===== src/rtl/paged_pc_pkg.sv =====
package paged_pc_pkg;
  localparam int PC_W    = 11;
  localparam int JMP_W   = 9;
  localparam int DEPTH   = 2;
  localparam int LOW_W   = JMP_W - 1;
  localparam int PAGE_W  = PC_W - JMP_W;

  typedef enum logic [2:0] {
    SRC_HOLD, SRC_INC, SRC_JMP, SRC_CALL, SRC_RET, SRC_WR, SRC_ADD
  } pc_src_e;
endpackage


===== src/rtl/paged_pc_src.sv =====
module paged_pc_src
  import paged_pc_pkg::*;
(
  input  logic step_i,
  input  logic jump_i,
  input  logic call_i,
  input  logic ret_i,
  input  logic pc_wr_i,
  input  logic pc_add_i,
  output pc_src_e src_o
);
  // fixed priority: jump > call > ret > write > add > increment
  always_comb begin
    if (!step_i)        src_o = SRC_HOLD;
    else if (jump_i)    src_o = SRC_JMP;
    else if (call_i)    src_o = SRC_CALL;
    else if (ret_i)     src_o = SRC_RET;
    else if (pc_wr_i)   src_o = SRC_WR;
    else if (pc_add_i)  src_o = SRC_ADD;
    else                src_o = SRC_INC;
  end
endmodule


===== src/rtl/paged_pc_target.sv =====
module paged_pc_target
  import paged_pc_pkg::*;
(
  input  pc_src_e           src_i,
  input  logic [PC_W-1:0]   pc_i,
  input  logic [PC_W-1:0]   top_i,
  input  logic [JMP_W-1:0]  imm_i,
  input  logic [LOW_W-1:0]  w_i,
  input  logic [PAGE_W-1:0] page_i,
  output logic [PC_W-1:0]   pc_nxt_o,
  output logic [PC_W-1:0]   ret_addr_o
);
  logic [PC_W-1:0]  pc_inc;
  logic [LOW_W-1:0] add_low;

  assign pc_inc     = pc_i + PC_W'(1);
  assign add_low    = pc_inc[LOW_W-1:0] + w_i;
  assign ret_addr_o = pc_inc;

  always_comb begin
    unique case (src_i)
      SRC_HOLD: pc_nxt_o = pc_i;
      SRC_JMP:  pc_nxt_o = {page_i, imm_i};
      SRC_CALL: pc_nxt_o = {page_i, 1'b0, imm_i[LOW_W-1:0]};
      SRC_RET:  pc_nxt_o = top_i;
      SRC_WR:   pc_nxt_o = {page_i, 1'b0, w_i};
      SRC_ADD:  pc_nxt_o = {page_i, 1'b0, add_low};
      default:  pc_nxt_o = pc_inc;
    endcase
  end
endmodule


===== src/rtl/paged_pc_stack.sv =====
module paged_pc_stack
  import paged_pc_pkg::*;
(
  input  logic            clk_i,
  input  logic            rst_ni,
  input  logic            push_i,
  input  logic            pop_i,
  input  logic [PC_W-1:0] data_i,
  output logic [PC_W-1:0] top_o
);
  logic [PC_W-1:0] ent [DEPTH];

  for (genvar i = 0; i < DEPTH; i++) begin : g_ent
    logic [PC_W-1:0] below, above;
    if (i == 0) begin : g_first
      assign below = data_i;
    end else begin : g_rest
      assign below = ent[i-1];
    end
    if (i == DEPTH - 1) begin : g_last
      assign above = ent[i];       // bottom duplicates on pop
    end else begin : g_mid
      assign above = ent[i+1];
    end
    always_ff @(posedge clk_i or negedge rst_ni) begin
      if (!rst_ni)     ent[i] <= '0;
      else if (push_i) ent[i] <= below;
      else if (pop_i)  ent[i] <= above;
    end
  end

  assign top_o = ent[0];

  // pushed value appears on top
  a_r6_push_top: assert property (@(posedge clk_i) disable iff (!rst_ni)
    push_i |=> top_o == $past(data_i));
  a_r6_no_push_pop: assert property (@(posedge clk_i) disable iff (!rst_ni)
    !(push_i && pop_i));
endmodule


===== src/rtl/paged_pc.sv =====
module paged_pc
  import paged_pc_pkg::*;
(
  input  logic              clk_i,
  input  logic              rst_ni,
  input  logic              step_i,
  input  logic              jump_i,
  input  logic              call_i,
  input  logic              ret_i,
  input  logic              pc_wr_i,
  input  logic              pc_add_i,
  input  logic [8:0]        imm_i,
  input  logic [7:0]        w_i,
  input  logic [1:0]        page_i,
  output logic [10:0]       pc_o,
  output logic [10:0]       stack_top_o
);
  pc_src_e         src;
  logic [PC_W-1:0] pc_q, pc_nxt, ret_addr, top;

  paged_pc_src u_src (
    .step_i, .jump_i, .call_i, .ret_i, .pc_wr_i, .pc_add_i, .src_o(src)
  );

  paged_pc_target u_tgt (
    .src_i(src), .pc_i(pc_q), .top_i(top), .imm_i(imm_i), .w_i(w_i),
    .page_i(page_i), .pc_nxt_o(pc_nxt), .ret_addr_o(ret_addr)
  );

  paged_pc_stack u_stk (
    .clk_i, .rst_ni,
    .push_i(src == SRC_CALL), .pop_i(src == SRC_RET),
    .data_i(ret_addr), .top_o(top)
  );

  always_ff @(posedge clk_i or negedge rst_ni) begin
    if (!rst_ni) pc_q <= '1;
    else         pc_q <= pc_nxt;
  end

  assign pc_o        = pc_q;
  assign stack_top_o = top;

  a_r2_hold: assert property (@(posedge clk_i) disable iff (!rst_ni)
    !step_i |=> $stable(pc_o) && $stable(stack_top_o));
  a_r3_increment: assert property (@(posedge clk_i) disable iff (!rst_ni)
    step_i && !(jump_i || call_i || ret_i || pc_wr_i || pc_add_i)
    |=> pc_o == PC_W'($past(pc_o) + 11'd1));
  a_r4_jump: assert property (@(posedge clk_i) disable iff (!rst_ni)
    step_i && jump_i |=> pc_o == {$past(page_i), $past(imm_i)});
  a_r5_call_bit8: assert property (@(posedge clk_i) disable iff (!rst_ni)
    step_i && call_i && !jump_i |=> !pc_o[8] && pc_o[10:9] == $past(page_i));
  a_r6_call_push: assert property (@(posedge clk_i) disable iff (!rst_ni)
    step_i && call_i && !jump_i |=> stack_top_o == PC_W'($past(pc_o) + 11'd1));
  a_r7_return: assert property (@(posedge clk_i) disable iff (!rst_ni)
    step_i && ret_i && !jump_i && !call_i |=> pc_o == $past(stack_top_o));
endmodule


===== config.mk =====
export PLATFORM = sky130hd
export DESIGN_NAME = paged_pc
export DESIGN_NICKNAME = d
export VERILOG_FILES = /design/src/rtl/paged_pc_pkg.sv /design/src/rtl/paged_pc_src.sv /design/src/rtl/paged_pc_target.sv /design/src/rtl/paged_pc_stack.sv /design/src/rtl/paged_pc.sv
export SDC_FILE = /design/constraint.sdc
export NUM_CORES = 1
export LEC_CHECK = 0
export ABC_AREA = 0
export BUFFER_PORTS_ARGS = -buffer_cell sky130_fd_sc_hd__buf_2
export CAP_MARGIN = 10
export CORE_ASPECT_RATIO = 1.75
export CORE_UTILIZATION = 40
export DETAILED_ROUTE_END_ITERATION = 7
export GPL_ROUTABILITY_DRIVEN = 0
export PLACE_DENSITY = 0.7
export REMOVE_ABC_BUFFERS = 1
export SLEW_MARGIN = 20
export SYNTH_ARGS = -nofsm -noshare
export SYNTH_HDL_FRONTEND = slang
export SYNTH_SLANG_ARGS = --single-unit

===== constraint.sdc =====
create_clock -name clk_i -period 6.7 [get_ports clk_i]
set_clock_uncertainty 0.05 [all_clocks]
set_input_delay 0.67 -clock clk_i [delete_from_list [all_inputs] [get_ports clk_i]]
set_output_delay 0.67 -clock clk_i [all_outputs]
set_load 0.01 [all_outputs]

==> flow_metrics.py <==
metrics = {
    "outcome": {
        "status": "finished, final reports clean",
    },
    "die": {
        "die-height_um": 101,
        "fp.dieW_um": 58.5,
        "initial_core_util_pct": 42.1,
        "row_count": 35,
        "dieArea_sq_um": 5890,
        "boundaryPins": 49,
        "core_area_sq_um": 5300,
    },
    "grt": {
        "grt_overflow": 0,
        "use_met2_pct": 40.0,
        "grt_util_met3_pct": 2.44,
        "grt_max_degree": 34,
        "use_met1_pct": 27.5,
        "grt_pass1_vias": 2039,
        "busiest_layer": "met2",
        "grt_antenna_before_repair": 0,
        "grt_use_total_pct": 22.7,
        "grt_pass1_wl_um": 10100,
    },
    "final_layout": {
        "fillCellCount": 514,
        "nets": 336,
        "regArea_sq_um": 840,
        "instances_no_fill": 375,
        "multiInputGateArea_sq_um": 1300,
        "fin_area_sq_um": 2630,
        "drive_gt1_share_pct": 25.6,
        "syn2layout_area_growth_pct": 17.7,
        "num_antenna_cells": 0,
    },
    "timing": {
        "period_needed_ns": 2.54,
        "hold_viol": 0,
        "rsz0062_at_grt": "false",
        "slew_viol_final": 0,
        "fmax_mhz": 394,
        "finalWorstSetupSlack_ns": 4.16,
        "slew_headroom_pct": 50.1,
        "setup_viol": 0,
        "fin_crit_sh_pct": 37.9,
        "tns_ns": 0,
        "tightest_slew_ns": 0.746,
    },
    "setup_path": {
        "path_cells": "nand3_2, nor2_1, xor2_1, ha_1, o221a_2, o22ai_1, xnor2_1, o21ai_1",
        "critPathKind": "flip-flop to flip-flop",
        "worstSetupEndpointType": "flip-flop",
        "crit_path_start_kind": "flip-flop",
        "required_ns": 6.87,
        "cp.arrival_ns": 2.70,
        "worst-path-max-fanout": 7,
        "slowest_stage": "dfstp_2",
        "max_stage_delay_ns": 0.60,
    },
    "yosys": {
        "synth_edf_count": 0,
        "synth_area_leaders": "dfrtp_1, dfstp_2, nand2_1",
        "seq_area_frac_synth_pct": 37.6,
        "synth_area_per_cell_sq_um": 8.72,
        "ys_ff_latch": 33,
        "yosysMostFrequentCell": "nand2_1",
        "mappedNetlistArea_sq_um": 2230,
        "netlist_top_cells_count": "nand2_1, dfrtp_1, nor2_1",
        "synthDistinctLibCells": 56,
        "netlist.area_leader.share_pct": 24.7,
        "synth.largest_area_cell": "dfrtp_1",
        "yosysWarningCount": 0,
        "synthCells": 256,
        "synth_top_flop_cell": "dfrtp_1",
        "synthArstFlopShare_pct": 100,
    },
    "placed_design": {
        "place_inst": 367,
        "dpl.hpwl_um": 4600,
        "place_ws_ns": 4.22,
        "placed_area_sq_um": 2510,
        "io_buffers": 48,
    },
    "cts": {
        "numCtsBuffers": 5,
        "cts_sinks": 33,
        "cts_resized": 0,
        "cts_root_buf": "clkbuf_8",
        "cts_max_path_buffers": 2,
        "clk_pin_slew_ns": 0.08,
        "cts_hold_buf": 0,
        "post-cts-setup-buffers": 0,
        "clk_latency_ns": 0.29,
        "tritoncts": "yes",
        "htreeDepth": 2,
    },
    "pwr": {
        "power.total_w": 0.000729,
        "leakagePower_nw": 1.27,
        "p_per_area_nw_per_um2": 277,
        "peakVddDrop_uv": 171,
    },
    "route": {
        "drt_iter0_markers": 82,
        "ant_nets": 0,
        "finalWirelength_um": 6120,
        "drc": 0,
        "dr_total_vias": 2107,
        "wire_per_inst_um": 16.3,
        "drt-vias-per-instance": 5.62,
        "first_pass_iters": 4,
    },
    "flow_run": {
        "drv_cap": 0,
    },
    "worst_hold_path": {
        "hp-class": "primary input to async pin",
    },
}
## layer usage
metal	vias up	share of wire [%]	wire length, um
met3	10	3.4	208
met2	64	53	3230
met4	0	2.4	146
li1	1014	-	-
met1	1019	41	2530
met5	-	0	0
## where the power goes
part	switching, W	leakage, nW	internal (W)
registers	0.0000448	0.397	0.000252
logic	0.000128	0.814	0.000103
clock network	0.0000812	0.0574	0.000121
## through the flow
step | util [%] | hold WS [ns]
floorplan | - | 0.324
global placement | 47.3 | 0.399
detailed placement | 47.3 | 0.404
CTS | 49.6 | 0.418
global route | 49.6 | 0.452
finish | 49.6 | 0.391
## path summary, 6_finish.rpt
path                                              start                       to  slack (ns)  depth (start not counted)
worst max-delay path                            pc_o[2]                  pc_o[7]        4.16                          8
worst min-delay path                             rst_ni           u_stk.top_o[2]        0.39                          1
worst max register to register                  pc_o[2]                  pc_o[7]        4.16                          8
worst min register to register  u_stk.g_ent[0].above[5]  u_stk.g_ent[0].above[5]        0.43                          2
max in group asynchronous                        rst_ni           u_stk.top_o[8]        5.72                          1
min in group clk_i              u_stk.g_ent[0].above[5]  u_stk.g_ent[0].above[5]        0.43                          2
## logic make-up after synthesis
kind of cell	after synthesis	synth area share, %
flops	33	37.6
mux	3	1.35
xor+xnor	13	5.72
buf+inv	19	4.09
fa+ha+maj	9	5.38
compound gates	68	21.2
simple gates	111	24.6
## cell type report
class	count	area share (%)
clock buffer	6	3.14
multi-input combinational	204	49.5
sequential	33	32.0
tap	74	3.52
inverter	7	1.00
timing repair buffer	49	9.43
clock inverter	2	1.43
## state kept, by name, summed over array words and instances (netlist names)
signal,cells
pc_o,11
u_stk.top_o,11
u_stk.g_ent.above,11
## layout by cell type (no fill, tap or decap), types with 2 or more instances in the layout
cell type	n
a21oi_1	7
mux2i_1	3
a22o_1	2
a221oi_1	4
clkbuf_8	6
a211oi_1	4
xnor2_1	7
o21ai_0	14
a31oi_1	6
and2_1	3
nor2b_1	2
a21o_1	3
nand4_1	3
dfrtp_1	22
dfstp_2	11
nor3b_1	2
xor2_1	5
nor3_1	3
buf_2	48
o21a_1	2
and3_1	5
inv_1	6
nand2_1	59
and4bb_2	2
a22oi_1	9
a221o_1	5
ha_1	8
nor2_1	17
o22ai_1	3
nand3_1	3
## critical path: cells and delay by family (launching register included)
family | cells | cell delay, ns
flip-flops | 1 | 0.60
AO/OA/AOI/OAI | 3 | 0.57
XOR/XNOR | 2 | 0.45
AND/OR/NAND/NOR | 2 | 0.44
adder cells (fa/ha/maj) | 1 | 0.35
No activity file was read; power rests on OpenSTA's default activity.
